$ cat src/rtl/color_edge_pkg.sv
// Package color_edge_pkg
// Shared widths and the configuration record of the color-keyed edge extractor.
// Assumes RGB565 pixels: red in the top bits, blue in the bottom bits.
package color_edge_pkg;

    localparam int RED_W = 5;
    localparam int GRN_W = 6;
    localparam int BLU_W = 5;
    localparam int PIX_W = RED_W + GRN_W + BLU_W;

    // Keying configuration captured once per frame
    typedef struct packed {
        logic             half;
        logic [RED_W-1:0] r_lo;
        logic [RED_W-1:0] r_hi;
        logic [GRN_W-1:0] g_lo;
        logic [GRN_W-1:0] g_hi;
        logic [BLU_W-1:0] b_lo;
        logic [BLU_W-1:0] b_hi;
    } key_cfg_t;

endpackage

$ cat src/rtl/color_key_classifier.sv
// Module color_key_classifier
// Purely combinational keying of one RGB565 pixel to one bit.
// Window mode: each channel within inclusive [lo, hi].
// Half mode: no channel has its most significant bit set.
// Assumes the configuration is already the frame-stable one.
module color_key_classifier
    import color_edge_pkg::*;
(
    input  logic [PIX_W-1:0] pixel,
    input  key_cfg_t         cfg,
    output logic             fg
);

    logic [RED_W-1:0] red;
    logic [GRN_W-1:0] grn;
    logic [BLU_W-1:0] blu;
    logic             in_window;
    logic             below_half;

    // Split the pixel word into its three channel fields
    always_comb begin
        red = pixel[PIX_W-1 -: RED_W];
        grn = pixel[BLU_W +: GRN_W];
        blu = pixel[BLU_W-1:0];
    end

    // Evaluate both tests and select by mode
    always_comb begin
        in_window  = (red >= cfg.r_lo) && (red <= cfg.r_hi) &&
                     (grn >= cfg.g_lo) && (grn <= cfg.g_hi) &&
                     (blu >= cfg.b_lo) && (blu <= cfg.b_hi);
        below_half = !(red[RED_W-1] || grn[GRN_W-1] || blu[BLU_W-1]);
        fg         = cfg.half ? below_half : in_window;
    end

endmodule

$ cat src/rtl/raster_position_tracker.sv
// Module raster_position_tracker
// Derives the row and column of the pixel on the input from the frame and
// line markers. Assumes a start-of-frame pixel begins every frame; state
// advances only on valid cycles.
module raster_position_tracker #(
    parameter int ROW_W = 9,
    parameter int COL_W = 9
) (
    input  logic             clk,
    input  logic             rst_n,
    input  logic             in_valid,
    input  logic             in_sof,
    input  logic             in_eol,
    output logic [ROW_W-1:0] cur_row,
    output logic [COL_W-1:0] cur_col,
    output logic             first_row,
    output logic             first_col
);

    logic [ROW_W-1:0] row_q;
    logic [COL_W-1:0] col_q;

    // Position of the present pixel; a frame start forces the origin
    always_comb begin
        cur_row   = in_sof ? '0 : row_q;
        cur_col   = in_sof ? '0 : col_q;
        first_row = (cur_row == '0);
        first_col = (cur_col == '0);
    end

    // Advance to the next column, or wrap to the next row after a line end
    always_ff @(posedge clk) begin
        if (!rst_n) begin
            row_q <= '0;
            col_q <= '0;
        end else if (in_valid) begin
            if (in_eol) begin
                row_q <= cur_row + 1'b1;
                col_q <= '0;
            end else begin
                row_q <= cur_row;
                col_q <= cur_col + 1'b1;
            end
        end
    end

    // A line end must leave the next pixel at column 0
    assert_eol_wrap_R8: assert property (@(posedge clk) disable iff (!rst_n)
        (in_valid && in_eol) |=> (col_q == '0));

endmodule

$ cat src/rtl/edge_window_2x2.sv
// Module edge_window_2x2
// Boundary test on a 2x2 window of binary pixels: present, left, above,
// above-left. A one-line bit buffer supplies the row above. Neighbours
// outside the image read as background. The result is registered.
module edge_window_2x2 #(
    parameter int COL_W = 9
) (
    input  logic             clk,
    input  logic             rst_n,
    input  logic             in_valid,
    input  logic             fg_cur,
    input  logic [COL_W-1:0] col,
    input  logic             first_row,
    input  logic             first_col,
    output logic             edge_q
);

    localparam int LINE_LEN = 1 << COL_W;

    logic [LINE_LEN-1:0] line_bits;
    logic                left_q;
    logic                upl_q;
    logic                up;
    logic                left;
    logic                upl;
    logic                is_edge;

    // Gather the window, masking neighbours that lie outside the image
    always_comb begin
        up      = first_row ? 1'b0 : line_bits[col];
        left    = first_col ? 1'b0 : left_q;
        upl     = first_col ? 1'b0 : upl_q;
        is_edge = fg_cur && !(left && up && upl);
    end

    // Line buffer: overwrite this column with the present row's bit
    always_ff @(posedge clk) begin
        if (in_valid) begin
            line_bits[col] <= fg_cur;
        end
    end

    // Shift the window one column right and register the edge result
    always_ff @(posedge clk) begin
        if (!rst_n) begin
            left_q <= 1'b0;
            upl_q  <= 1'b0;
            edge_q <= 1'b0;
        end else begin
            edge_q <= in_valid && is_edge;
            if (in_valid) begin
                left_q <= fg_cur;
                upl_q  <= up;
            end
        end
    end

    // Background never yields an edge
    assert_bg_blank_R5: assert property (@(posedge clk) disable iff (!rst_n)
        (in_valid && !fg_cur) |=> !edge_q);

    // Every foreground pixel of the top row is a boundary pixel
    assert_top_row_edge_R6: assert property (@(posedge clk) disable iff (!rst_n)
        (in_valid && first_row && fg_cur) |=> edge_q);

endmodule

$ cat src/rtl/color_edge_extractor.sv
// Module color_edge_extractor
// Top level: color keying of RGB565 pixels followed by the 2x2 boundary
// test, with a fixed one-cycle latency. Captures the configuration on each
// start-of-frame pixel. Assumes raster order and at most 2**COL_W columns.
module color_edge_extractor
    import color_edge_pkg::*;
#(
    parameter int ROW_W = 9,
    parameter int COL_W = 9
) (
    input  logic             clk,
    input  logic             rst_n,
    input  logic             cfg_half,
    input  logic [RED_W-1:0] cfg_r_lo,
    input  logic [RED_W-1:0] cfg_r_hi,
    input  logic [GRN_W-1:0] cfg_g_lo,
    input  logic [GRN_W-1:0] cfg_g_hi,
    input  logic [BLU_W-1:0] cfg_b_lo,
    input  logic [BLU_W-1:0] cfg_b_hi,
    input  logic             in_valid,
    input  logic [PIX_W-1:0] in_pixel,
    input  logic             in_sof,
    input  logic             in_eol,
    output logic             out_valid,
    output logic             out_edge,
    output logic [ROW_W-1:0] out_row,
    output logic [COL_W-1:0] out_col,
    output logic             out_sof,
    output logic             out_eol
);

    key_cfg_t         cfg_live;
    key_cfg_t         cfg_hold;
    key_cfg_t         cfg_eff;
    logic             frame_start;
    logic             fg;
    logic [ROW_W-1:0] cur_row;
    logic [COL_W-1:0] cur_col;
    logic             first_row;
    logic             first_col;

    // Bundle the configuration ports and pick the frame-stable copy
    always_comb begin
        cfg_live    = '{half: cfg_half, r_lo: cfg_r_lo, r_hi: cfg_r_hi,
                        g_lo: cfg_g_lo, g_hi: cfg_g_hi,
                        b_lo: cfg_b_lo, b_hi: cfg_b_hi};
        frame_start = in_valid && in_sof;
        cfg_eff     = frame_start ? cfg_live : cfg_hold;
    end

    // Hold the configuration seen on the start-of-frame pixel
    always_ff @(posedge clk) begin
        if (!rst_n) begin
            cfg_hold <= '0;
        end else if (frame_start) begin
            cfg_hold <= cfg_live;
        end
    end

    color_key_classifier i_classifier (
        .pixel (in_pixel),
        .cfg   (cfg_eff),
        .fg    (fg)
    );

    raster_position_tracker #(
        .ROW_W (ROW_W),
        .COL_W (COL_W)
    ) i_tracker (
        .clk       (clk),
        .rst_n     (rst_n),
        .in_valid  (in_valid),
        .in_sof    (in_sof),
        .in_eol    (in_eol),
        .cur_row   (cur_row),
        .cur_col   (cur_col),
        .first_row (first_row),
        .first_col (first_col)
    );

    edge_window_2x2 #(
        .COL_W (COL_W)
    ) i_window (
        .clk       (clk),
        .rst_n     (rst_n),
        .in_valid  (in_valid),
        .fg_cur    (fg),
        .col       (cur_col),
        .first_row (first_row),
        .first_col (first_col),
        .edge_q    (out_edge)
    );

    // Register the strobe, markers and position tags alongside the edge bit
    always_ff @(posedge clk) begin
        if (!rst_n) begin
            out_valid <= 1'b0;
            out_sof   <= 1'b0;
            out_eol   <= 1'b0;
            out_row   <= '0;
            out_col   <= '0;
        end else begin
            out_valid <= in_valid;
            out_sof   <= in_valid && in_sof;
            out_eol   <= in_valid && in_eol;
            if (in_valid) begin
                out_row <= cur_row;
                out_col <= cur_col;
            end
        end
    end

    // Output strobe follows the input strobe by exactly one clock
    assert_latency_R7: assert property (@(posedge clk) disable iff (!rst_n)
        in_valid |=> out_valid);

    // Idle input cycles produce idle output cycles
    assert_idle_R9: assert property (@(posedge clk) disable iff (!rst_n)
        !in_valid |=> (!out_valid && !out_edge));

    // A frame start appears at the origin on the output
    assert_sof_origin_R8: assert property (@(posedge clk) disable iff (!rst_n)
        frame_start |=> (out_sof && out_row == '0 && out_col == '0));

    // Half mode rejects any pixel with a channel at half intensity or above
    assert_half_reject_R3: assert property (@(posedge clk) disable iff (!rst_n)
        (in_valid && cfg_eff.half &&
         (in_pixel[PIX_W-1] || in_pixel[BLU_W+GRN_W-1] || in_pixel[BLU_W-1]))
        |=> !out_edge);

endmodule

$ cat config.mk
export PLATFORM = sky130hd
export DESIGN_NAME = color_edge_extractor
export DESIGN_NICKNAME = d
export VERILOG_FILES = /design/src/rtl/color_edge_pkg.sv /design/src/rtl/color_key_classifier.sv /design/src/rtl/raster_position_tracker.sv /design/src/rtl/edge_window_2x2.sv /design/src/rtl/color_edge_extractor.sv
export SDC_FILE = /design/constraint.sdc
export NUM_CORES = 1
export LEC_CHECK = 0
export ABC_CLOCK_PERIOD_IN_PS = 25100
export BUFFER_PORTS_ARGS = -buffer_cell sky130_fd_sc_hd__buf_2
export CORE_ASPECT_RATIO = 2
export CORE_UTILIZATION = 42
export DETAILED_ROUTE_END_ITERATION = 16
export HOLD_SLACK_MARGIN = 0.1
export SLEW_MARGIN = 20
export SYNTH_ARGS = -nofsm -noshare
export SYNTH_HDL_FRONTEND = slang
export SYNTH_HIERARCHICAL = 1
export SYNTH_SLANG_ARGS = --single-unit
$ cat constraint.sdc
create_clock -name clk -period 25.1 [get_ports clk]
set_input_delay 2.51 -clock clk [delete_from_list [all_inputs] [get_ports clk]]
set_output_delay 2.51 -clock clk [all_outputs]
set_load 0.01 [all_outputs]
## Word level (Yosys, flattened, before mapping)

Cells that the tools add are included.

| word-level totals | value |
|---|---|
| register bits | 587 |
| input port bits | 54 |
| output and inout bits | 22 |
| logic and storage cells | 60 |

| cells by class | value |
|---|---|
| $add $sub $neg | 2 |
| order comparisons | 8 |
| mux-type cells | 14 |
| reductions and logical operators | 18 |

Operator list:

| operator | count |
|---|---|
| bitwise mux 512 bit | 1 |
| 2-to-1 mux 9 bit | 4 |
| 2-to-1 mux 33 bit | 1 |
| adder 9 x 1 -> 9 bit, second input constant | 2 |
| logical NOT 9 bit | 2 |
| logical AND 1 bit | 12 |
| >= comparator 5 bit | 2 |
| less-or-equal comparator 5 bit | 2 |
| < comparator 9 x 10 -> 1 bit, second input constant | 1 |
| binary-select mux 1 bit (select 9 bit) | 1 |
| demux 1 bit (select 9 bit) | 1 |
| >= comparator 9 x 1 -> 1 bit, second input constant | 1 |
| >= comparator 6 bit | 1 |
| less-or-equal comparator 6 bit | 1 |
| 2-to-1 mux 1 bit | 6 |
| logical NOT 1 bit | 2 |
| logical OR 1 bit | 2 |

## Logic depth before layout (Yosys ltp)

Gate-level depths: netlist (run 1).

| logic depth | value |
|---|---|
| depth after elaboration | 11 |
| gate-level depth with buffers | 17 |
| depth with buffers taken out | 11 |

## Modules after synthesis

The synthesis (run 1) kept the hierarchy.

By module, submodules not included:

| module | times used | cells each | area each (um^2) | seq. area each (um^2) |
|---|---|---|---|---|
| edge_window_2x2 | 1 | 1614 | 22555.4 | 15434.8 |
| color_edge_extractor | 1 | 253 | 2547.4 | 1081.0 |
| raster_position_tracker | 1 | 136 | 1082.3 | 360.3 |
| color_key_classifier | 1 | 110 | 808.3 | 0.0 |

## Least setup slack after synthesis (run 1)

No wires, ideal clock.

| timing path | value |
|---|---|
| kind | input port to flip-flop |
| from | input port in_sof |
| to | register i_window.line_bits[0], data pin |
| library setup time | 2605 ps |
| data arrival time | 16218 ps |
| required time | 22495 ps |
| slack | 6277 ps |
| cell stages on the path | 11 |
| buffers on the path | 2 |
| cell sequence | buf_2 > nand2_4 > buf_6 > mux2_4 > inv_1 > ha_1 > a21oi_2 > a21boi_1 > o32ai_2 > nand4_1 > o31ai_2 |

RTL lines:

| what | line | text |
|---|---|---|
| from (decl) | color_edge_extractor.sv:22 | `input logic in_sof,` |
| to (signal, indexed assignment) | edge_window_2x2.sv:39 | `line_bits[col] <= fg_cur;` |
| to (decl) | edge_window_2x2.sv:20 | `logic [LINE_LEN-1:0] line_bits;` |

==> metrics.cfg, run 1 <==
[status]
status=completed

[drt]
wl_um=68800
antenna_left=0
drc=0
firstDrtPassIters=6
num_vias=16991
drt_iter0_markers=1282
routedWlPerCell_um=23.5
vias_per_cell=5.79

[power_and_ir_drop]
power.density_nw_per_um2=63.9
p_leak_nw=9.68
vdd.ir_drop.worst_mv=0.0514
power_mw=1.89

[cts]
cts_buffers=50
clock_path_buffers=3
cts_tree=built
holdBufCountCts=0
cts_max_level=2
root_buffer=clkbuf_16
cts_resized=0
path_clk_slew_ns=0.07
postCtsSetupRepairBufs=0
clk_latency_ns=0.60
clkSinkCount=587

[timing]
worstMarginPinSlew_ns=1.16
setup_tns_ns=0
period_needed_ns=7.19
finalCritPeriodShare_pct=28.6
relSlewSlack_pct=22.7
whs_ns=0.461
fmax_mhz=139
fin_ws_ns=17.91
setup_viol=0
hold_violations=0
rsz0062_at_grt=no
drv_slew=0
clock_skew_ns=0.0246

[die]
start_util_pct=42.4
core_um2=63600
rows=131
die_w_um=181
dieHeight_um=361
io_pins=76
dieArea_um2=65300

[global_routing]
antenna_found_initial=0
grt_first_pass_wirelength_um=103000
grtUsageTotal_pct=21.1
globalRouteOverflowTotal=0
grt_pass1_vias=17406
grt_max_degree=309

[layout]
antenna_cells=0
finalNonFillerCells=2935
drive_gt1_share_pct=16.1
finalNetCount=2187
area_growth_pct=9.31
post-route-cell-area_um2=29500
final_core_util_pct=46.4

[placed_design]
dp_hpwl_um=40800
dp_cells=2844
place.gp.congestion=0.801
place_ws_ns=17.22
place_area_um2=27900
io_buffers=75

[yosys]
synth_area_leaders=edfxtp_1, mux4_2, nor2_1, dfxtp_1, mux2i_1
syn_area_per_cell_um2=12.8
synth_seq_cells=587
synthCells=2113
syn_nets=2201
synthDistinctLibCells=70
synth_top_area_share_pct=57.0
netlist_top_cells_count=nor2_1, edfxtp_1, clkbuf_1
async_flop_share_pct=0
synth_flop_cell=edfxtp_1
synth_top_area_cell=edfxtp_1
netlist_area_um2=27000
synth_most_common_cell=nor2_1
synth_edf_count=512
yosysWarnings=6
seq_area_frac_synth_pct=62.5

[worst_setup_path]
crit_type=in2reg
startpoint_type=input port
crit_required_ns=25.36
cp_max_fo=226
crit_arrival_ns=7.45
cp-end-kind=flip-flop

[min_path]
hp-class=reg2reg

[job]
maxCapViolCount=0

==> final cells by class <==
type,instances,area (um2)
inverter,36,135
clock buffer,63,1330
tap,798,998
timing repair buffer,111,694
fill,5653,34100
sequential,587,16900
clock inverter,27,205
multi-input combinational,1313,9260
==> power by group <==
part | switching, mW | total, mW | leakage, nW | internal [mW]
sequential | 0.00185 | 1.06 | 5.91 | 1.06
combinational | 0.0464 | 0.0751 | 3.02 | 0.0287
clock | 0.350 | 0.748 | 0.750 | 0.398
total | 0.398 | 1.89 | 9.68 | 1.49
==> path summary, 6_finish.rpt <==
| kind | from | end | slack [ns] | cells after the start |
|---|---|---|---|---|
| worst min-delay path | cfg_hold[8]$_SDFF_PN0_ | cfg_hold[8]$_SDFF_PN0_ | 0.46 | 2 |
| worst max register to register | i_tracker/col_q[0]$_SDFFE_PN0P_ | i_window/upl_q$_SDFFE_PN0P_ | 20.30 | 10 |
| worst min register to register | cfg_hold[8]$_SDFF_PN0_ | cfg_hold[8]$_SDFF_PN0_ | 0.46 | 2 |
| worst max-delay path | in_sof | i_window/line_bits[96]$_DFFE_PP_ | 17.91 | 13 |
==> worst max-delay path, cell delays in order <==
cell	delay, ns
buf_2	0.49
buf_4	0.49
nand2_4	0.43
mux2_4	0.45
ha_1	0.27
nand2b_1	0.11
a31oi_1	0.10
o21ai_0	0.33
nand4_1	0.20
o31ai_4	0.21
buf_6	0.60
buf_12	0.36
buf_16	0.51
==> kinds of logic (layout without fill, tap and decap cells) <==
kind of cell | Yosys count | after routing | synth area share [%]
mux | 238 | 238 | 13.9
fa+ha+maj | 34 | 34 | 1.58
simple gates | 861 | 861 | 14.0
buf+inv | 213 | 237 | 3.54
compound gates | 180 | 180 | 4.49
flops | 587 | 587 | 62.5
==> registers in the layout, summed over array words and instances, names as in the netlist <==
name,cells
i_window/edge_q,1
out_row,9
cfg_hold,33
i_tracker/col_q,9
i_window/upl_q,1
i_tracker/row_q,9
out_sof,1
i_window/left_q,1
out_col,9
out_eol,1
i_window/line_bits,512
out_valid,1
==> placed cells by master, fill, tap and decap left out, types with 11 or more instances in the layout <==
cell type and instances:
nor2_1 545, edfxtp_1 512, mux2i_1 102, nand2_1 98, mux4_2 97, dfxtp_1 75, buf_2 75, clkbuf_16 50
nor2b_1 49, nand4_1 46, o21ai_0 45, inv_1 37, a21oi_1 35, ha_1 34, buf_4 32, mux2_4 30
nand3_1 24, nand2b_1 20, nor3_1 12, a22oi_1 12, a211oi_1 11
==> per-layer routing <==
| layer | routed length, um | track usage, % | up-vias |
|---|---|---|---|
| li1 | - | - | 7648 |
| met1 | 23500 | 21.7 | 8665 |
| met2 | 38900 | 41.6 | 532 |
| met3 | 3360 | 2.39 | 146 |
| met4 | 3090 | 9.79 | 0 |
| met5 | 0 | 0 | - |
Power figures use the tool's default switching activity.
==> inputs of run 2 (changes only) <==
Settings changed: ABC_CLOCK_PERIOD_IN_PS 25100 to 7300.
Clock period 25.1 ns to 7.3 ns, I/O delays scaled along.
==> run 2 against run 1 <==
Against the previous run: setup slack got worse by 15 ns; highest routed layer unchanged; critical path type unchanged; largest power group unchanged; global-route usage decreased by 0.30 points; non-clock buffer count decreased by 6; register-to-register slack worse by 17 ns; final area about the same; clock skew rose by 0.0022 ns.
==> metrics.cfg, run 2 (synthesis gave the netlist of run 1 again) <==
[status]
status=completed

[placed_design]
io_buffers=75  ; unchanged
place_ws_ns=2.44  ; -14.78 ns
dp_hpwl_um=41000  ; +0.52%
place_area_um2=28000  ; about the same
place.gp.congestion=0.823  ; +2.8%

[power_and_ir_drop]
pwr-share-comb_pct=3.9  ; about the same
vdd.ir_drop.worst_mv=0.146  ; +180%
switching_share_pct=21.0  ; -0.15 points
p_int_mw=5.18  ; +250%
power_mw=6.55  ; +250%
power.density_nw_per_um2=222  ; +250%
p_leak_nw=9.67  ; about the same
p_clk_share_pct=40.3  ; +0.6 points
p_sw_mw=1.37  ; +250%
seqPwrFrac_pct=55.7  ; -0.7 points

[drt]
num_vias=16882  ; -0.64%
top_layer=met4
wl_um=67400  ; -2.0%
drt_iter0_markers=1336  ; +4.2%
firstDrtPassIters=7  ; +1
vias_per_cell=5.77  ; -0.37%
routedWlPerCell_um=23.0  ; -1.8%
wl_met2_um=38100  ; -2.0%
met1Wirelength_um=23700  ; +0.59%
route.met3.wl_um=2990  ; -11%
antenna_left=0  ; unchanged
drc=0  ; unchanged

[global_routing]
grt_first_pass_wirelength_um=103000  ; -0.71%
antenna_found_initial=0  ; unchanged
grt_pass1_vias=17429  ; +0.13%
grtUsageTotal_pct=20.8  ; -0.30 points
grt_max_degree=226  ; -27%
globalRouteOverflowTotal=0  ; unchanged

[layout]
antenna_cells=0  ; unchanged
post-route-cell-area_um2=29500  ; about the same
seq_area_um2=16900  ; unchanged
final_common_cell=nor2_1
area_growth_pct=9.40  ; about the same
layout_common_cells=nor2_1, edfxtp_1, mux2i_1
finalNetCount=2181  ; -0.27%
multi_input_area_um2=9290  ; +0.34%
drive_gt1_share_pct=16.0  ; -0.17 points
top_regs=i_window/line_bits x512, cfg_hold x33
final.fill_count=5567  ; -1.5%
largest_reg_flops=512  ; unchanged
largest_register=i_window/line_bits

[timing]
whs_ns=0.408  ; -0.0528 ns
fin_ws_ns=2.97  ; -14.94 ns
relSlewSlack_pct=18.1  ; -4.6 points
fmax_mhz=231
drv_slew=0  ; unchanged
worstMarginPinSlew_ns=1.20  ; +0.0423 ns
period_needed_ns=4.33
setup_tns_ns=0  ; unchanged
setup_viol=0  ; unchanged
rsz0062_at_grt=no
finalCritPeriodShare_pct=59.3
clock_skew_ns=0.0268  ; +0.00222 ns
hold_violations=0  ; unchanged

[cts]
holdBufCountCts=0  ; unchanged
root_buffer=clkbuf_16
path_clk_slew_ns=0.07  ; about the same
clock_path_buffers=3  ; unchanged
cts_resized=0  ; unchanged
cts_buffers=50  ; unchanged
clk_latency_ns=0.60  ; about the same
cts_max_level=2  ; unchanged
cts_tree=built
postCtsSetupRepairBufs=0  ; unchanged
clkSinkCount=587  ; unchanged

[die]
start_util_pct=42.4  ; unchanged
core_um2=63600  ; unchanged
rows=131  ; unchanged
dieHeight_um=361  ; unchanged
dieArea_um2=65300  ; unchanged
die_w_um=181  ; unchanged
io_pins=76  ; unchanged

[worst_setup_path]
crit_required_ns=7.83  ; -17.53 ns
cp-end-kind=flip-flop
crit_arrival_ns=4.86  ; -2.59 ns
cp_max_fo=32  ; -86%
startpoint_type=input port
crit_type=in2reg

[job]
maxCapViolCount=0  ; unchanged

[min_path]
hp-class=in2reg

==> run 2: cell count changes in the layout (fill, tap and decap cells not counted), moves of 2 or more <==
cell / before / now
buf_12: 2 / 5
buf_4: 32 / 25
bufinv_16: 2 / 5
clkbuf_8: 3 / 0
clkinv_2: 6 / 9
clkinvlp_4: 3 / 0
inv_1: 37 / 35
==> run 2: worst max-delay path: stages <==
cell and delay, ns:
buf_2 0.36, nor2b_1 0.56, buf_4 0.28, nand2b_1 0.34, nand2b_1 0.59, nor4_1 0.23, a31o_1 0.23, or4_1 0.52
or4_1 0.56, nor3_2 0.16, o21ai_1 0.11, a21oi_1 0.16
==> run 2: routing by layer <==
layer | vias up | track usage (%)
li1 | 7640 | -
met1 | 8582 | 21.7
met2 | 529 | 40.9
met3 | 131 | 2.14
met4 | 0 | 9.39
met5 | - | 0
==> run 2: through the flow <==
step / instances / util [%]
after global routing: 2927 / 46.4
after detailed placement: 2839 / 44.0
after global placement: 2839 / 43.9
final: 2927 / 46.4
after CTS: 2927 / 46.4
after floorplan: 2113 / -
==> run 2: cell type report <==
| class | count | area share, % |
|---|---|---|
| sequential | 587 | 57.1 |
| multi-input combinational | 1313 | 31.5 |
| clock buffer | 59 | 4.35 |
| tap | 798 | 3.38 |
| timing repair buffer | 105 | 2.25 |
| clock inverter | 29 | 0.949 |
| inverter | 36 | 0.458 |
==> run 2: worst paths after layout <==
check	start	cells after the start	to	slack [ns]
max	in_sof	12	i_window/edge_q$_SDFF_PN0_	2.97
min	cfg_r_hi[2]	3	cfg_hold[24]$_SDFF_PN0_	0.41
max reg2reg	i_tracker/col_q[6]$_SDFFE_PN0P_	11	i_window/edge_q$_SDFF_PN0_	3.13
min reg2reg	cfg_hold[16]$_SDFF_PN0_	2	cfg_hold[16]$_SDFF_PN0_	0.46
==> run 2: power groups by stage <==
stage / sequential (mW) / combinational (mW) / clock [mW]
after floorplan: 3.74 / 0.183 / 0
after global placement: 3.73 / 0.253 / 0
after detailed placement: 3.73 / 0.261 / 0
after CTS: 3.65 / 0.261 / 2.70
after global routing: 3.65 / 0.284 / 2.80
final: 3.65 / 0.258 / 2.64
==> inputs of run 3 (changes only) <==
Settings changed: ABC_CLOCK_PERIOD_IN_PS 7300 to 4200.
Clock period 7.3 ns to 4.2 ns, I/O delays scaled along.
==> run 3 against run 2 <==
Against the previous run: setup slack lost 2.4 ns; critical path depth is 3 lower; worst hold slack worse by 0.29 ns; clock-buffer cell count decreased by 2; power up 74%.
==> metrics.cfg, run 3 (synthesis gave the netlist of run 1 again) <==
[timing]
setup_tns_ns=0  ; unchanged
fmax_mhz=277
rsz0062_at_grt=no
setup_viol=0  ; unchanged
drv_slew=0  ; unchanged
period_needed_ns=3.61
relSlewSlack_pct=33.3  ; +15 points
fin_ws_ns=0.587  ; -2.38 ns
hold_violations=0  ; unchanged
clock_skew_ns=0.0128  ; -0.0141 ns
worstMarginPinSlew_ns=1.00  ; -0.198 ns
finalCritPeriodShare_pct=86.0

[cts]
cts_tree=built
clk_latency_ns=0.59  ; about the same
cts_buffers=48  ; -4.0%
cts_resized=0  ; unchanged
clock_path_buffers=3  ; unchanged
clkSinkCount=587  ; unchanged
cts_max_level=2  ; unchanged
root_buffer=clkbuf_16
path_clk_slew_ns=0.07  ; about the same

[layout]
largest_reg_flops=512  ; unchanged
finalNetCount=2256  ; +3.4%
area_growth_pct=12.0
finalNonFillerCells=3003  ; +2.6%
antenna_cells=0  ; unchanged
top_regs=i_window/line_bits x512, cfg_hold x33
final_common_cell=nor2_1
layout_common_cells=nor2_1, edfxtp_1, mux2i_1
post-route-cell-area_um2=30200  ; +2.3%
largest_register=i_window/line_bits
drive_gt1_share_pct=17.7  ; +1.8 points

[placed_design]
dp_hpwl_um=44400  ; +8.2%
place_area_um2=28500  ; +1.8%
io_buffers=75  ; unchanged
place.gp.congestion=0.863  ; +4.9%
dp_cells=2896  ; +2.0%
place_ws_ns=0.412  ; -2.03 ns

[worst_setup_path]
crit_arrival_ns=4.09  ; -0.77 ns
cp-end-kind=flip-flop
crit_required_ns=4.68  ; -3.15 ns
crit_type=reg2reg
startpoint_type=flip-flop
cp_max_fo=55  ; +72%

[global_routing]
grt_first_pass_wirelength_um=105000  ; +2.7%
grt_max_degree=134  ; -41%
grt_pass1_vias=17831  ; +2.3%
globalRouteOverflowTotal=0  ; unchanged
grtUsageTotal_pct=21.4  ; +0.62 points
antenna_found_initial=0  ; unchanged

[die]
core_um2=63600  ; unchanged
dieArea_um2=65300  ; unchanged
rows=131  ; unchanged
start_util_pct=42.4  ; unchanged
die_w_um=181  ; unchanged
dieHeight_um=361  ; unchanged
io_pins=76  ; unchanged

[drt]
antenna_left=0  ; unchanged
wl_um=69300  ; +2.7%
routedWlPerCell_um=23.1  ; +0.12%
drt_iter0_markers=1252  ; -6.3%
vias_per_cell=5.74  ; -0.39%
num_vias=17252  ; +2.2%
firstDrtPassIters=5  ; -2
drc=0  ; unchanged

[power_and_ir_drop]
vdd.ir_drop.worst_mv=0.269  ; +84%
p_leak_nw=10.0  ; +3.4%
power.density_nw_per_um2=377  ; +70%
power_mw=11.4  ; +74%

[job]
maxCapViolCount=0  ; unchanged

[status]
status=completed

[min_path]
hp-class=in2reg

## run 3: changes by cell type in the layout (fill, tap and decap cells not counted), sizes merged
cell	change
clkbuf	-2
clkinvlp	-1
bufinv	+1
buf	+57
clkinv	+1
dlygate4sd3	+20
## run 3: worst max-delay path, cell delays in order (launching register included)
cell and delay, ns:
dfxtp_1 0.41, nor2b_4 0.46, buf_12 0.35, mux4_2 0.37
mux4_2 0.45, mux2i_1 0.22, o22ai_1 0.16, a221oi_1 0.69
o31ai_1 0.14, o21bai_1 0.18
## run 3: routing by layer
layer | part of all wire (%) | wire length, um | up-vias | GRT usage, %
li1 | - | - | 7796 | -
met1 | 35 | 24400 | 8753 | 22.8
met2 | 55 | 38400 | 548 | 41.3
met3 | 4.7 | 3280 | 155 | 2.32
met4 | 4.6 | 3210 | 0 | 10.2
met5 | 0 | 0 | - | 0
## run 3: layout make-up
| cell class | count | area (um2) |
|---|---|---|
| multi-input cells | 1313 | 9270 |
| clock buffers | 57 | 1280 |
| inverters | 36 | 135 |
| fillers | 5534 | 33400 |
| well taps | 798 | 998 |
| repair buffers | 182 | 1380 |
| flip-flops and latches | 587 | 16900 |
| clock inverters | 30 | 283 |
## run 3: what timing repair did
item,in CTS,in global routing
setup endpoints to repair,0,0
hold buffers,20,0
buffers inserted,0,0
hold endpoints to repair,20,0
## run 3: path summary, 6_finish.rpt
| path | slack [ns] | from | to | depth (start not counted) |
|---|---|---|---|---|
| worst max register to register | 0.59 | i_tracker/col_q[2]$_SDFFE_PN0P_ | i_window/upl_q$_SDFFE_PN0P_ | 9 |
| worst min register to register | 0.46 | cfg_hold[30]$_SDFF_PN0_ | cfg_hold[30]$_SDFF_PN0_ | 2 |
| worst max-delay path | 0.59 | i_tracker/col_q[2]$_SDFFE_PN0P_ | i_window/upl_q$_SDFFE_PN0P_ | 9 |
| worst min-delay path | 0.12 | cfg_b_lo[2] | cfg_hold[7]$_SDFF_PN0_ | 3 |
## run 3: power by group
| part | internal (mW) | switching [mW] | total [mW] | leakage, nW |
|---|---|---|---|---|
| sequential | 6.34 | 0.0105 | 6.35 | 5.89 |
| combinational | 0.200 | 0.281 | 0.481 | 3.34 |
| clock | 2.54 | 2.04 | 4.58 | 0.770 |
| total | 9.07 | 2.34 | 11.4 | 10.0 |
## run 3: through the flow
stage,hold WS [ns],utilization (%)
after global placement,0.446,44.8
final,0.118,47.5
after CTS,0.102,47.5
after global routing,0.127,47.5
after floorplan,0.432,-
after detailed placement,0.452,44.8
